`config.mk`:
```
export PLATFORM = sky130hd
export DESIGN_NAME = cfg_lock_guard
export DESIGN_NICKNAME = d
export VERILOG_FILES = /design/src/rtl/cfg_lock_pkg.sv /design/src/rtl/cfg_lock_decode.sv /design/src/rtl/cfg_lock_fsm.sv /design/src/rtl/cfg_lock_rdmux.sv /design/src/rtl/cfg_lock_guard.sv
export SDC_FILE = /design/constraint.sdc
export NUM_CORES = 1
export LEC_CHECK = 0
export CAP_MARGIN = 10
export CORE_MARGIN = 1.5
export CORE_UTILIZATION = 28
export DETAILED_ROUTE_END_ITERATION = 16
export HOLD_SLACK_MARGIN = 0.08
export PLACE_DENSITY = 0.85
export SYNTH_ARGS = -nofsm -noshare
export SYNTH_HDL_FRONTEND = slang
export SYNTH_SLANG_ARGS = --single-unit
```
`constraint.sdc`:
```
create_clock -name clk -period 1.3 [get_ports clk]
set_input_delay 0.13 -clock clk [delete_from_list [all_inputs] [get_ports clk]]
set_output_delay 0.13 -clock clk [all_outputs]
set_load 0.02 [all_outputs]
```
`src/rtl/cfg_lock_pkg.sv`:
```
package cfg_lock_pkg;

    typedef enum logic [1:0] {
        LK_FRESH  = 2'd0,
        LK_OPEN   = 2'd1,
        LK_REARM  = 2'd2,
        LK_SEALED = 2'd3
    } lock_state_e;

    typedef struct packed {
        lock_state_e st;
        logic        recfg;
    } lock_regs_t;

    localparam int CTRL_LOCK_BIT  = 0;
    localparam int CTRL_RECFG_BIT = 1;

endpackage

```
`src/rtl/cfg_lock_decode.sv`:
```
module cfg_lock_decode #(
    parameter int          AW         = 4,
    parameter int          DW         = 16,
    parameter int          KEY_ADDR   = 0,
    parameter int          CTRL_ADDR  = 1,
    parameter int          PROT_BASE  = 2,
    parameter int          PROT_COUNT = 8,
    parameter logic [15:0] KEY_OPEN   = 16'h2D52
) (
    input  logic [AW-1:0]         addr_i,
    input  logic [DW-1:0]         wdata_i,
    input  logic                  we_i,
    output logic                  key_sel_o,
    output logic                  ctrl_sel_o,
    output logic                  key_wr_o,
    output logic                  key_match_o,
    output logic                  ctrl_wr_o,
    output logic [PROT_COUNT-1:0] prot_sel_o
);

    localparam logic [AW-1:0] KEY_A  = AW'(KEY_ADDR);
    localparam logic [AW-1:0] CTRL_A = AW'(CTRL_ADDR);
    localparam logic [DW-1:0] KEY_W  = DW'(KEY_OPEN);

    always_comb begin
        key_sel_o   = (addr_i == KEY_A);
        ctrl_sel_o  = (addr_i == CTRL_A);
        key_wr_o    = we_i && key_sel_o;
        ctrl_wr_o   = we_i && ctrl_sel_o;
        key_match_o = (wdata_i == KEY_W);
    end

    for (genvar gi = 0; gi < PROT_COUNT; gi++) begin : g_slot
        localparam logic [AW-1:0] SLOT_A = AW'(PROT_BASE + gi);
        assign prot_sel_o[gi] = (addr_i == SLOT_A);
    end

endmodule

```
`src/rtl/cfg_lock_fsm.sv`:
```
module cfg_lock_fsm
    import cfg_lock_pkg::*;
(
    input  logic        clk,
    input  logic        rst_n,
    input  logic        key_wr_i,
    input  logic        key_match_i,
    input  logic        ctrl_wr_i,
    input  logic        recfg_wdata_i,
    output lock_state_e st_o,
    output logic        open_o,
    output logic        recfg_o
);

    lock_regs_t regs_d, regs_q;

    always_comb begin
        regs_d = regs_q;
        unique case (regs_q.st)
            LK_FRESH, LK_REARM: begin
                if (key_wr_i && key_match_i) regs_d.st = LK_OPEN;
            end
            LK_OPEN: begin
                if (key_wr_i && !key_match_i) begin
                    regs_d.st = regs_q.recfg ? LK_REARM : LK_SEALED;
                end
                if (ctrl_wr_i) regs_d.recfg = recfg_wdata_i;
            end
            LK_SEALED: begin
                regs_d.st = LK_SEALED;
            end
            default: regs_d.st = LK_SEALED;
        endcase
    end

    always_ff @(posedge clk or negedge rst_n) begin
        if (!rst_n) begin
            regs_q.st    <= LK_FRESH;
            regs_q.recfg <= 1'b0;
        end else begin
            regs_q <= regs_d;
        end
    end

    assign st_o    = regs_q.st;
    assign open_o  = (regs_q.st == LK_OPEN);
    assign recfg_o = regs_q.recfg;

endmodule

```
`src/rtl/cfg_lock_rdmux.sv`:
```
module cfg_lock_rdmux
    import cfg_lock_pkg::*;
#(
    parameter int          DW     = 16,
    parameter logic [15:0] KEY_ID = 16'h96A5
) (
    input  logic          key_sel_i,
    input  logic          ctrl_sel_i,
    input  logic          lock_i,
    input  logic          recfg_i,
    output logic [DW-1:0] rdata_o
);

    localparam logic [DW-1:0] ID_W = DW'(KEY_ID);

    always_comb begin
        rdata_o = '0;
        if (key_sel_i) begin
            rdata_o = ID_W;
        end else if (ctrl_sel_i) begin
            rdata_o[CTRL_LOCK_BIT]  = lock_i;
            rdata_o[CTRL_RECFG_BIT] = recfg_i;
        end
    end

endmodule

```
`src/rtl/cfg_lock_guard.sv`:
```
module cfg_lock_guard
    import cfg_lock_pkg::*;
#(
    parameter int          AW         = 4,
    parameter int          DW         = 16,
    parameter int          KEY_ADDR   = 0,
    parameter int          CTRL_ADDR  = 1,
    parameter int          PROT_BASE  = 2,
    parameter int          PROT_COUNT = 8,
    parameter logic [15:0] KEY_OPEN   = 16'h2D52,
    parameter logic [15:0] KEY_ID     = 16'h96A5
) (
    input  logic                  clk,
    input  logic                  rst_n,
    input  logic [AW-1:0]         bus_addr,
    input  logic [DW-1:0]         bus_wdata,
    input  logic                  bus_we,
    output logic [DW-1:0]         bus_rdata,
    output logic [PROT_COUNT-1:0] prot_we_o,
    output logic                  lock_o,
    output logic                  recfg_o
);

    logic                  key_sel, ctrl_sel, key_wr, key_match, ctrl_wr;
    logic [PROT_COUNT-1:0] prot_sel;
    logic                  sess_open;
    lock_state_e           fsm_st;

    cfg_lock_decode #(
        .AW(AW), .DW(DW), .KEY_ADDR(KEY_ADDR), .CTRL_ADDR(CTRL_ADDR),
        .PROT_BASE(PROT_BASE), .PROT_COUNT(PROT_COUNT), .KEY_OPEN(KEY_OPEN)
    ) u_dec (
        .addr_i     (bus_addr),
        .wdata_i    (bus_wdata),
        .we_i       (bus_we),
        .key_sel_o  (key_sel),
        .ctrl_sel_o (ctrl_sel),
        .key_wr_o   (key_wr),
        .key_match_o(key_match),
        .ctrl_wr_o  (ctrl_wr),
        .prot_sel_o (prot_sel)
    );

    cfg_lock_fsm u_fsm (
        .clk          (clk),
        .rst_n        (rst_n),
        .key_wr_i     (key_wr),
        .key_match_i  (key_match),
        .ctrl_wr_i    (ctrl_wr),
        .recfg_wdata_i(bus_wdata[CTRL_RECFG_BIT]),
        .st_o         (fsm_st),
        .open_o       (sess_open),
        .recfg_o      (recfg_o)
    );

    cfg_lock_rdmux #(.DW(DW), .KEY_ID(KEY_ID)) u_rd (
        .key_sel_i (key_sel),
        .ctrl_sel_i(ctrl_sel),
        .lock_i    (lock_o),
        .recfg_i   (recfg_o),
        .rdata_o   (bus_rdata)
    );

    assign lock_o    = !sess_open;
    assign prot_we_o = prot_sel & {PROT_COUNT{bus_we && sess_open}};

endmodule

```
# Word level (Yosys, flattened, before mapping)
# Index checks and enable logic that the tools add are counted.
[totals]
reg_bits = 3
latchBits = 0
ramBits = 0
mem_bits_ro = 0
input_bits = 23
out_inout_bits = 26
mem_count = 0
[classes]
n_addsub = 0
mul = 0
div = 0
magnitude_cmp = 0
n_eq_ne = 15
n_shift = 0
n_mux = 7
bitwise = 1
reduce_logical = 12
[op_table]
columns = ["operator", "count"]
rows = [
  ["$eq A16 B14 Y1 const B", 1],
  ["$eq A4 B3 Y1 const B", 4],
  ["$mux W14", 1],
  ["$and A8 B8 Y8", 1],
  ["$eq A4 B2 Y1 const B", 2],
  ["$eq A4 B4 Y1 const B", 2],
  ["$mux W2", 4],
  ["$pmux W2 S3", 1],
  ["$logic_and A1 B1 Y1", 5],
  ["$eq A2 B2 Y1 const B", 2],
  ["$eq A4 B1 Y1 const B", 1],
  ["$logic_not A4 Y1", 1],
  ["$ne A2 B1 Y1 const B", 2],
  ["$reduce_and A2 Y1", 2],
  ["$eq A2 B1 Y1 const B", 1],
  ["$logic_not A1 Y1", 2],
  ["$logic_not A2 Y1", 1],
  ["$reduce_or A2 Y1", 1],
  ["$mux W1", 1],
]

# Longest topological paths before layout
# Gate-level depths: netlist (run 1).
[depth]
depth_word = 5
depth_mapped = 4
depth_no_buf = 3

# Modules after synthesis
# A second synthesis (run 1) with hierarchy kept.
[unflattened]
hier_cells = 64
hier_area_um2 = 483.0
[modules_own_cells]
columns = ["mod", "instances", "cells_per_inst", "area_per_inst_um2", "seq_area_each_um2"]
rows = [
  ["cfg_lock_decode", 1, 24, 158.9, 0.0],
  ["cfg_lock_fsm", 1, 14, 143.9, 75.1],
  ["cfg_lock_rdmux", 1, 17, 126.4, 0.0],
  ["cfg_lock_guard", 1, 9, 53.8, 0.0],
]

# Least setup slack after synthesis (run 1)
# Ideal clock, no wire load.
[synth_timing]
kind = "reg-to-output"
startpoint = "register u_fsm.regs_q[2], in the netlist u_fsm.st_o[1]"
endpoint = "output port prot_we_o[2]"
arrival_time_ns = 1.174
t_required_ns = 1.170
path_slack_ns = -0.004
path_stages_with_launch = 4
n_path_buf = 0
cell_sequence = "dfrtp_1 -> and2b_1 -> nand2_1 -> nor3_1"
[synth_between]
elab_chain_len = 3
[synth_rtl]
columns = ["item", "line_no", "text"]
rows = [
  ["start: declaration", "cfg_lock_fsm.sv:15", "lock_regs_t regs_d, regs_q;"],
  ["start signal: assignment", "cfg_lock_fsm.sv:41", "regs_q <= regs_d;"],
  ["$eq A2 B1 Y1", "cfg_lock_fsm.sv:46", "assign open_o = (regs_q.st == LK_OPEN);"],
  ["$logic_and A1 B1 Y1", "cfg_lock_guard.sv:65", "assign prot_we_o = prot_sel & {PROT_COUNT{bus_we && sess_open}};"],
  ["$and A8 B8 Y8", "cfg_lock_guard.sv:65", ""],
  ["end: declaration", "cfg_lock_guard.sv:19", "output logic [PROT_COUNT-1:0] prot_we_o,"],
]
# Every way passes these cells.

# Final worst setup path (run 1)
[layout_timing]
startpoint = "register u_fsm.regs_q[1], in the netlist u_fsm.st_o[0]"
endpoint = "output port bus_rdata[0]"
[layout_between]
elab_chain_len = 4
[layout_rtl]
columns = ["item", "line_no", "text"]
rows = [
  ["$eq A2 B1 Y1", "cfg_lock_fsm.sv:46", ""],
  ["$logic_not A1 Y1", "cfg_lock_guard.sv:64", "assign lock_o = !sess_open;"],
  ["$mux W2", "cfg_lock_rdmux.sv:20", "end else if (ctrl_sel_i) begin"],
  ["$mux W2", "cfg_lock_rdmux.sv:18", "if (key_sel_i) begin"],
  ["end: declaration", "cfg_lock_guard.sv:18", "output logic [DW-1:0] bus_rdata,"],
]
# Every way passes these cells.

==> results of run 1 <==
==> cells by family (layout without fill, tap and decap cells) <==
family,count (synthesis),in the layout
AOI/OAI and AO/OA,5,5
buffers and inverters,18,66
DFF,3,3
muxes,1,1
other,1,7
and+or+nand+nor,30,30
==> layout make-up <==
type                            instances  share of cell area [%]
Clock buffer                            4                    2.52
Inverter                                3                    1.08
Multi-Input combinational cell         43                    35.3
Sequential cell                         3                    7.20
Tap cell                               16                    1.92
Timing Repair Buffer                   59                    52.0
==> worst max-delay path, stage by stage, from the launching register on <==
cell                      delay (ns)
sky130_fd_sc_hd__dfrtp_1        0.39
sky130_fd_sc_hd__and2b_2        0.24
sky130_fd_sc_hd__buf_6          0.13
sky130_fd_sc_hd__a21oi_4        0.11
sky130_fd_sc_hd__buf_6          0.13
==> final timing paths <==
kind / endpoint / slack [ns] / cells past startpoint
worst min register to register: u_fsm.recfg_o / 0.63 / 2
worst max register to register: u_fsm.st_o[1] / 0.01 / 6
max in group asynchronous: u_fsm.recfg_o / 0.54 / 2
worst min-delay path: u_fsm.recfg_o / 0.54 / 2
min in group asynchronous: u_fsm.st_o[0] / 0.62 / 2
worst max-delay path: bus_rdata[0] / -0.05 / 4
==> what timing repair did <==
item	CTS	global route
resized for setup	109	15
pin swaps	6	4
hold buffers	1	0
hold endpoints to repair	3	0
setup endpoints to repair	21	11
buffers inserted	2	2
==> per-layer routing <==
metal,share of wire (%),wire length (um)
met2,57,847
met1,33,487
met4,0.68,10
met5,0,0
met3,9.1,134
==> sequential cells by signal, summed over array words and instances (netlist names) <==
signal / count
u_fsm.recfg_o: 1
u_fsm.st_o: 2
==> layout by cell type, fill, tap and decap left out, drive strengths merged <==
cell type      synthesis  final
clkdlybuf4s50          0     18
and2b                  1      1
o2bb2ai                1      1
and4bb                 3      3
nand3b                 1      1
nor4b                  1      1
nand4                  2      2
inv                    3      3
dlygate4sd2            0      3
mux2                   1      1
clkdlybuf4s15          0      2
nand2                  3      3
dlygate4sd3            0      1
nand2b                 2      2
clkbuf                 0      4
a211o                  1      1
a41oi                  1      1
buf                   15     35
nor2b                  1      1
nor3                   5      5
and3                   2      2
nor2                   6      6
dfrtp                  3      3
conb                   1      7
nor4                   1      1
or3                    1      1
a21oi                  1      1
a31oi                  1      1
nand4b                 1      1
==> per-stage QoR <==
step	setup TNS [ns]	power, mW	setup slack (ns)	hold slack, ns
global placement	-9.68	0.254	-0.589	0.322
detailed placement	-10.22	0.258	-0.630	0.328
global route	-0.818	0.470	-0.0949	0.534
floorplan	0	0.173	0.0200	-0.166
finish	-0.100	0.436	-0.0548	0.537
CTS	-0.385	0.440	-0.0682	0.513
==> where the power goes <==
part / switching (mW) / internal [mW] / leakage [nW]
Combinational: 0.0772 / 0.0972 / 0.435
Clock: 0.0522 / 0.115 / 0.0150
Sequential: 0.00000138 / 0.0939 / 0.0367
==> qor_table.md, run 1 <==
| Stage | Result | Value |
|:---|:---|:---|
| placement | Routability cong. | 0.769 |
| yosys | Mux contribution to synthesized area | 2.36% |
| clock tree | Clock latency of the later-clocked register in the worst-skew pair | 0.24 ns |
| sta | Final Setup Violations | 6 |
| layout | Final instance area | 1040 um^2 |
| global routing | Met2 demand-to-capacity share in global routing | 30.0% |
| global routing | Via count of the first global-routing pass | 547 |
| yosys | Post-synthesis cell area | 477 um^2 |
| clock tree | Number of sinks on the clock net | 3 |
| status | Violations in the final reports | setup timing |
| power and ir drop | Ratio of total power to cell area | 418 nW/um^2 |
| power and ir drop | IR drop worst, VDD | 480 uV |
| clock tree | H-tree lvl count | 1 |
| layout | Area of the multi-input gates | 368 um^2 |
| placement | Port buffer count | 41 |
| sta | Tmin final | 1.35 ns |
| yosys | Fraction of the mapped netlist area in compound gates | 7.87% |
| floorplanning | Overall die height | 44.3 um |
| yosys | Post-synthesis share of cell area spent on and, or, nand and nor gates | 47.8% |
| layout | Antenna diode count | 0 |
| floorplanning | Die area | 1960 um^2 |
| yosys | EDFF count, synth | 0 |
| yosys | Register bit count reported by yosys | 3 |
| layout | Post-layout utilization of the core | 67.6% |
| global routing | Global routing met1 resource utilization | 14.9% |
| drt | Drt total wl | 1480 um |
| layout | Fraction of layout cells with a size suffix above 1 | 51.8% |
| layout | Area added between synthesis and finish | 119% |
| yosys | Top-area cell type share of the netlist area | 22.0% |
| yosys | Adder-Cell Fraction of Synth Area | 0% |
| yosys | Cells taking the most area after synthesis | sky130_fd_sc_hd__buf_4 (22%), sky130_fd_sc_hd__dfrtp_1 (16%), sky130_fd_sc_hd__and4bb_2 (7.9%), sky130_fd_sc_hd__nand4b_4 (5.0%), sky130_fd_sc_hd__nor2_1 (4.7%) |
| sta | Unrepaired setup endpoints after global routing | yes |
| critical path | Crit Path Category | flip-flop to primary output |
| sta | Smallest setup slack after layout | -0.0548 ns |
| flow run | Max_cap viols | 0 |
| sta | Post-route fraction of the period consumed by the critical path | 104% |
| critical path | Kind of capture point of the worst setup path | primary output |
| sta | Layout Skew | 0.00269 ns |
| layout | FF/Latch Area | 75.1 um^2 |
| layout | Final std cells w/o fill | 128 |
| floorplanning | Number of rows in the core area | 14 |
| floorplanning | Number of top-level design ports | 49 |
| yosys | Post-synth cell types | 27 |
| drt | Drt wl/cell | 11.6 um |
| hold path | Worst Hold Class | input port to flip-flop |
| sta | Final max-slew violation count | 0 |
| status | Run status | complete, but fails checks |
| global routing | Global-route wire length before repair | 2210 um |
| critical path | Highest net fanout along the worst path | 3 |
| global routing | Met3 layer usage reported by global route | 3.27% |
| yosys | Warnings from Yosys | 0 |
| global routing | Initial antenna violation count | 0 |
| yosys | Cell types with the highest counts after synthesis | sky130_fd_sc_hd__buf_4 (14), sky130_fd_sc_hd__nor2_1 (6), sky130_fd_sc_hd__nor3_1 (4) |
| clock tree | CTS max path bufs | 2 |
| global routing | Aggregate global routing overflow | 0 |
| yosys | Synthesized instance count | 58 |
| drt | Routed via count divided by cell count | 4.75 |
| floorplanning | Initial Utilization | 30.9% |
| drt | Final routed DRC violation total | 0 |
| yosys | Combinational family with the most area after synthesis | simple AND/OR/NAND/NOR gates |
| placement | Placed Cells incl. Taps | 119 |
| yosys | Predominant post-synthesis flop cell | sky130_fd_sc_hd__dfrtp_1 |
| hold path | Hold Crit Start | bus_wdata[1] |
| yosys | Post-synthesis average cell area | 8.22 um^2 |
| global routing | Global routing's busiest layer | met2 |
| sta | Fmax | 0.738 GHz |
| layout | Number of nets in the layout | 136 |
| critical path | Kind of start point of the critical path | flip-flop |
| global routing | Maximum number of pins on one net before global-route repair | 9 |
| critical path | Critical Path AT | 1.22 ns |
| clock tree | CTS clk-pin slew, worst paths | 0.04 ns |
| critical path | Critical path launch point | u_fsm.st_o[0] |
| power and ir drop | Leakage | 0.486 nW |
| drt | First-pass DRT Iterations | 2 |
| yosys | Yosys top cell by area | sky130_fd_sc_hd__buf_4 |
| sta | Number of hold violations in the final report | 0 |
| yosys | Post-synthesis share of cell area spent on xor and xnor gates | 0% |
| drt | Drt initial violations | 6 |
| yosys | Leading cell type by number of instances after synthesis | sky130_fd_sc_hd__buf_4 |
| critical path | Critical path data required time | 1.17 ns |
| yosys | Synth async-reset ratio | 100% |
| yosys | Sequential fraction of the synthesis area | 15.7% |
| floorplanning | Width of the die | 44.3 um |
| clock tree | Clk Tree Root Cell | sky130_fd_sc_hd__clkbuf_4 |
| layout | Filler cell count | 136 |
| clock tree | CTS tree | yes |
| global routing | Global Route Usage Sum | 15.1% |
| floorplanning | Core Area | 1540 um^2 |
| clock tree | Inserted Clock Buffers | 3 |
| drt | Via count of the routed design | 608 |
| critical path | Critical register-to-register path startpoint | u_fsm.st_o[0] |
| placement | Half-perimeter wire length of the detailed placement result | 1150 um |
| drt | Remaining antenna violation count | 0 |
| placement | Instance area at placement | 922 um^2 |
Power figures use the tool's default switching activity.
==> run 2, diff against run 1 <==
--- a/config.mk
+++ b/config.mk
@@ -9,6 +9,7 @@
 export CORE_MARGIN = 1.5
 export CORE_UTILIZATION = 28
 export DETAILED_ROUTE_END_ITERATION = 16
+export GPL_TIMING_DRIVEN = 0
 export HOLD_SLACK_MARGIN = 0.08
 export PLACE_DENSITY = 0.85
 export SYNTH_ARGS = -nofsm -noshare
==> qor_table.md, run 2 (synthesis gave the netlist of run 1 again) <==
| Stage | Result | Value |
|:---|:---|:---|
| drt | Remaining antenna violation count | 0 |
| clock tree | Clock latency of the later-clocked register in the worst-skew pair | 0.23 ns |
| status | Violations in the final reports | setup timing |
| flow run | Max_cap viols | 0 |
| hold path | Worst Hold Class | input port to flip-flop |
| global routing | Global Route Usage Sum | 15.1% |
| global routing | Global routing's busiest layer | met2 |
| sta | Fmax | 0.740 GHz |
| layout | Number of nets in the layout | 135 |
| clock tree | Number of sinks on the clock net | 3 |
| global routing | Aggregate global routing overflow | 0 |
| global routing | Via count of the first global-routing pass | 489 |
| floorplanning | Number of rows in the core area | 14 |
| layout | Max FFs per register | 2 |
| status | Run status | complete, but fails checks |
| critical path | Crit path max-delay cell type | sky130_fd_sc_hd__dfrtp_1 |
| clock tree | CTS max path bufs | 2 |
| critical path | Highest net fanout along the worst path | 4 |
| critical path | Crit Path Category | flip-flop to primary output |
| layout | Filler cell count | 134 |
| layout | Most frequent cells in the layout | sky130_fd_sc_hd__buf_4 (30), sky130_fd_sc_hd__clkdlybuf4s50_1 (17), sky130_fd_sc_hd__conb_1 (7) |
| placement | Half-perimeter wire length of the detailed placement result | 1100 um |
| clock tree | Clk Tree Root Cell | sky130_fd_sc_hd__clkbuf_4 |
| floorplanning | Initial Utilization | 30.9% |
| power and ir drop | Leakage | 0.487 nW |
| global routing | Maximum number of pins on one net before global-route repair | 10 |
| critical path | Worst reg-to-reg setup slack | 0.01 ns |
| clock tree | CTS tree | yes |
| critical path | Critical path data required time | 1.17 ns |
| critical path | Cell breakdown of the critical path | and2b_2 -> nand2_4 -> nor3_2 -> buf_4 |
| floorplanning | Die area | 1960 um^2 |
| sta | Number of hold violations in the final report | 0 |
| layout | Most common library cell in the layout ignoring fill and taps | sky130_fd_sc_hd__buf_4 |
| clock tree | CTS clk-pin slew, worst paths | 0.04 ns |
| drt | Drt total wl | 1400 um |
| critical path | CP bufs+invs | 1 |
| global routing | Initial antenna violation count | 0 |
| sta | Unrepaired setup endpoints after global routing | yes |
| global routing | Met2 demand-to-capacity share in global routing | 26.8% |
| floorplanning | Number of top-level design ports | 49 |
| placement | Port buffer count | 40 |
| critical path | Kind of capture point of the worst setup path | primary output |
| drt | Routed via count divided by cell count | 4.64 |
| floorplanning | Core Area | 1540 um^2 |
| critical path | Critical Path AT | 1.22 ns |
| layout | Antenna diode count | 0 |
| power and ir drop | IR drop worst, VDD | 477 uV |
| drt | Via count of the routed design | 589 |
| critical path | Crit path largest cell delay | 0.37 ns |
| sta | Tmin final | 1.35 ns |
| drt | Drt wl/cell | 11.0 um |
| global routing | Met3 layer usage reported by global route | 3.67% |
| critical path | Kind of cell adding the most delay to the critical path | simple AND/OR/NAND/NOR gates |
| global routing | Global-route wire length before repair | 2190 um |
| global routing | Global routing met1 resource utilization | 17.3% |
| drt | Final routed DRC violation total | 0 |
| sta | Smallest setup slack after layout | -0.0508 ns |
| clock tree | Inserted Clock Buffers | 3 |
| placement | Routability cong. | 0.765 |
| sta | Final max-slew violation count | 0 |
| critical path | Kind of start point of the critical path | flip-flop |
| floorplanning | Overall die height | 44.3 um |
| clock tree | H-tree lvl count | 1 |
| sta | Layout Skew | 0.00384 ns |
| sta | Final Setup Violations | 4 |
| layout | Fraction of layout cells with a size suffix above 1 | 53.2% |
| floorplanning | Width of the die | 44.3 um |
| power and ir drop | Total power | 0.438 mW |
| sta | Post-route fraction of the period consumed by the critical path | 104% |
| sta | Aggregate negative setup slack | -0.159 ns |
| layout | Area added between synthesis and finish | 108% |
| drt | Drt initial violations | 12 |
| power and ir drop | Ratio of total power to cell area | 442 nW/um^2 |
| drt | First-pass DRT Iterations | 4 |
[run 2: cell types whose count changed in the layout (fill, tap and decap cells not counted), moves of 2 or more]
| cell | previous run | this run |
|---|---|---|
| sky130_fd_sc_hd__buf_6 | 12 | 2 |
| sky130_fd_sc_hd__buf_4 | 22 | 30 |
| sky130_fd_sc_hd__buf_2 | 1 | 4 |
| sky130_fd_sc_hd__nor2_1 | 5 | 2 |
| sky130_fd_sc_hd__nor2_4 | 0 | 2 |
[run 2: repair_timing]
action / in CTS / in global routing
resized for setup: 105 / 14
setup buffers: 2 / 0
hold buffers: 1 / 0
endpoints found under the setup margin: 20 / 18
pin swaps: 4 / 2
endpoints found under the hold margin: 3 / 0
[run 2: routing by layer]
metal  vias up  part of all wire, %
li1        291                    -
met1       264                   33
met2        34                   55
met3         0                   12
met4         0                    0
met5         -                    0
[run 2: cell type report]
class | count | area [um^2] | share of cell area, %
Inverter | 3 | 11.3 | 1.14
Clock buffer | 4 | 26.3 | 2.65
Sequential cell | 3 | 75.1 | 7.58
Tap cell | 16 | 20.0 | 2.02
Buffer | 15 | 110 | 11.1
Timing Repair Buffer | 43 | 378 | 38.1
Multi-Input combinational cell | 43 | 370 | 37.4
[run 2: tightest hold or removal path, stage by stage]
cell	delay, ns
sky130_fd_sc_hd__buf_2	0.17
sky130_fd_sc_hd__nor3_4	0.07
sky130_fd_sc_hd__nand2_1	0.06
sky130_fd_sc_hd__o2bb2ai_1	0.05
[run 2: path summary, 6_finish.rpt]
path                          startpoint       endpoint  cells past startpoint
max in group asynchronous          rst_n  u_fsm.st_o[1]                      2
min reg2reg                u_fsm.recfg_o  u_fsm.recfg_o                      1
min                          bus_addr[3]  u_fsm.st_o[0]                      4
max                        u_fsm.st_o[1]   prot_we_o[6]                      4
min in group asynchronous          rst_n  u_fsm.st_o[0]                      2
max reg2reg                u_fsm.st_o[1]  u_fsm.recfg_o                      3
[run 2: through the flow]
stage                     utilization, %  area [um^2]  worst slack, ns  std cells  hold slack [ns]
after floorplan                        -          504           0.0200         64           -0.166
after global placement              60.0          925            -1.01        120            0.322
after detailed placement            60.0          925            -1.07        120            0.327
after CTS                           61.5          948          -0.0648        127            0.269
after global routing                64.3          991           -0.123        127            0.320
final                               64.3          991          -0.0508        127            0.282
[run 2: power by group]
part / total [mW] / internal, mW / leakage (nW) / switching (mW)
sequential: 0.0939 / 0.0939 / 0.0367 / 0.00000188
clock: 0.166 / 0.115 / 0.0150 / 0.0504
combinational: 0.179 / 0.100 / 0.435 / 0.0785
total: 0.438 / 0.309 / 0.487 / 0.129
==> run 3, diff against run 2 <==
--- a/config.mk
+++ b/config.mk
@@ -11,7 +11,7 @@
 export DETAILED_ROUTE_END_ITERATION = 16
 export GPL_TIMING_DRIVEN = 0
 export HOLD_SLACK_MARGIN = 0.08
-export PLACE_DENSITY = 0.85
+export PLACE_DENSITY = 0.82
 export SYNTH_ARGS = -nofsm -noshare
 export SYNTH_HDL_FRONTEND = slang
 export SYNTH_SLANG_ARGS = --single-unit
==> qor_table.md, run 3 (synthesis gave the netlist of run 1 again) <==
| Stage | Result | Value |
|:---|:---|:---|
| floorplanning | Core Area | 1540 um^2 |
| flow run | Max_cap viols | 0 |
| power and ir drop | Total power | 0.431 mW |
| sta | Unrepaired setup endpoints after global routing | yes |
| clock tree | H-tree lvl count | 1 |
| layout | Number of nets in the layout | 135 |
| power and ir drop | Leakage | 0.472 nW |
| global routing | Via count of the first global-routing pass | 516 |
| sta | Worst Hold Margin | 0.275 ns |
| status | Violations in the final reports | setup timing |
| sta | Post-route fraction of the period consumed by the critical path | 104% |
| global routing | Initial antenna violation count | 0 |
| critical path | Crit Path Category | flip-flop to primary output |
| floorplanning | Initial Utilization | 30.9% |
| critical path | Crit path max-delay cell type | sky130_fd_sc_hd__dfrtp_1 |
| global routing | Global-route wire length before repair | 2120 um |
| sta | Smallest setup slack after layout | -0.0510 ns |
| floorplanning | Width of the die | 44.3 um |
| global routing | Aggregate global routing overflow | 0 |
| sta | Layout Skew | 0.00368 ns |
| critical path | Kind of start point of the critical path | flip-flop |
| critical path | Critical Path AT | 1.22 ns |
| layout | Max FFs per register | 2 |
| floorplanning | Die area | 1960 um^2 |
| clock tree | CTS max path bufs | 2 |
| sta | Fmax | 0.740 GHz |
| floorplanning | Number of rows in the core area | 14 |
| sta | Number of hold violations in the final report | 0 |
| status | Run status | complete, but fails checks |
| drt | Drt initial violations | 10 |
| placement | Half-perimeter wire length of the detailed placement result | 1070 um |
| drt | Drt total wl | 1350 um |
| layout | Most frequent cells in the layout | sky130_fd_sc_hd__buf_4 (30), sky130_fd_sc_hd__clkdlybuf4s50_1 (18), sky130_fd_sc_hd__conb_1 (7) |
| sta | Tmin final | 1.35 ns |
| placement | Setup Slack @ Placement | -1.06 ns |
| clock tree | Number of sinks on the clock net | 3 |
| drt | Via count of the routed design | 587 |
| critical path | Highest net fanout along the worst path | 4 |
| layout | Fraction of layout cells with a size suffix above 1 | 52.3% |
| clock tree | CTS clk-pin slew, worst paths | 0.04 ns |
| global routing | Maximum number of pins on one net before global-route repair | 10 |
| clock tree | Clk Tree Root Cell | sky130_fd_sc_hd__clkbuf_4 |
| drt | Final routed DRC violation total | 0 |
| layout | Antenna diode count | 0 |
| drt | Drt wl/cell | 10.6 um |
| drt | Routed via count divided by cell count | 4.62 |
| power and ir drop | Ratio of total power to cell area | 442 nW/um^2 |
| drt | Remaining antenna violation count | 0 |
| clock tree | Inserted Clock Buffers | 3 |
| placement | Port buffer count | 40 |
| placement | Routability cong. | 0.736 |
| critical path | Cell breakdown of the critical path | and2b_2 -> nand2_4 -> nor3_2 -> buf_4 |
| clock tree | Clock latency of the later-clocked register in the worst-skew pair | 0.23 ns |
| hold path | Worst Hold Class | input port to flip-flop |
| drt | First-pass DRT Iterations | 4 |
| layout | Area added between synthesis and finish | 104% |
| critical path | Crit path largest cell delay | 0.38 ns |
| global routing | Global Route Usage Sum | 14.2% |
| power and ir drop | IR drop worst, VDD | 465 uV |
| floorplanning | Number of top-level design ports | 49 |
| critical path | Critical path data required time | 1.17 ns |
| clock tree | CTS tree | yes |
| critical path | Kind of capture point of the worst setup path | primary output |
| sta | Final Setup Violations | 6 |
| sta | Final max-slew violation count | 0 |
| floorplanning | Overall die height | 44.3 um |
| layout | Most common library cell in the layout ignoring fill and taps | sky130_fd_sc_hd__buf_4 |
run 3: changes by cell type in the layout (fill, tap and decap cells not counted):
cell,change
sky130_fd_sc_hd__nor2_4,-1
sky130_fd_sc_hd__clkbuf_4,+1
sky130_fd_sc_hd__nor2_1,+1
sky130_fd_sc_hd__nor4b_4,-1
sky130_fd_sc_hd__nor4b_2,+1
sky130_fd_sc_hd__buf_2,-1
sky130_fd_sc_hd__clkdlybuf4s50_1,+1
sky130_fd_sc_hd__dlymetal6s2s_1,-1
run 3: power by group:
group          leakage (nW)  switching [mW]  internal [mW]
sequential           0.0367      0.00000175         0.0940
combinational         0.421          0.0754          0.100
clock                0.0150          0.0463          0.115
run 3: metrics by stage:
stage               utilization, %  instance area [um^2]  TNS [ns]  std cells
CTS                           60.8                   937    -0.226        127
global route                  63.2                   975    -0.712        127
finish                        63.2                   975    -0.156        127
detailed placement            60.0                   925    -13.88        120
global placement              60.0                   925    -13.42        120
floorplan                        -                   504         0         64
run 3: critical path, delay by kind of cell (launching register included):
kind	cells	cell delay (ns)
buffers and inverters	1	0.16
and+or+nand+nor	3	0.44
DFF	1	0.38
run 3: worst paths after layout:
check,end,start,cells after the start,slack (ns)
worst min register to register,u_fsm.recfg_o,u_fsm.recfg_o,1,0.56
worst min-delay path,u_fsm.st_o[0],bus_addr[3],4,0.28
max in group asynchronous,u_fsm.recfg_o,rst_n,2,0.53
worst max register to register,u_fsm.recfg_o,u_fsm.st_o[1],3,0.02
min in group asynchronous,u_fsm.st_o[0],rst_n,2,0.62
worst max-delay path,prot_we_o[6],u_fsm.st_o[1],4,-0.05
run 3: repair_timing:
action	CTS	global route
hold buffers	1	0
setup endpoints to repair	20	18
buffers inserted	2	0
hold endpoints to repair	3	0
resized for setup	102	14
pin swaps	4	5
run 3: area by class of cell:
| type | count | area [um^2] |
|---|---|---|
| Inverter | 3 | 11.3 |
| Buffer | 15 | 114 |
| Tap cell | 16 | 20.0 |
| Clock buffer | 4 | 26.3 |
| Fill cell | 144 | 567 |
| Multi-Input combinational cell | 43 | 354 |
| Timing Repair Buffer | 43 | 374 |
| Sequential cell | 3 | 75.1 |
run 3: routing by layer:
layer | share of wire [%] | up-vias | global-route usage, %
li1 | - | 293 | -
met1 | 36 | 260 | 15.6
met2 | 51 | 34 | 25.6
met3 | 13 | 0 | 5.31
met4 | 0 | 0 | 3.64
met5 | 0 | - | 0
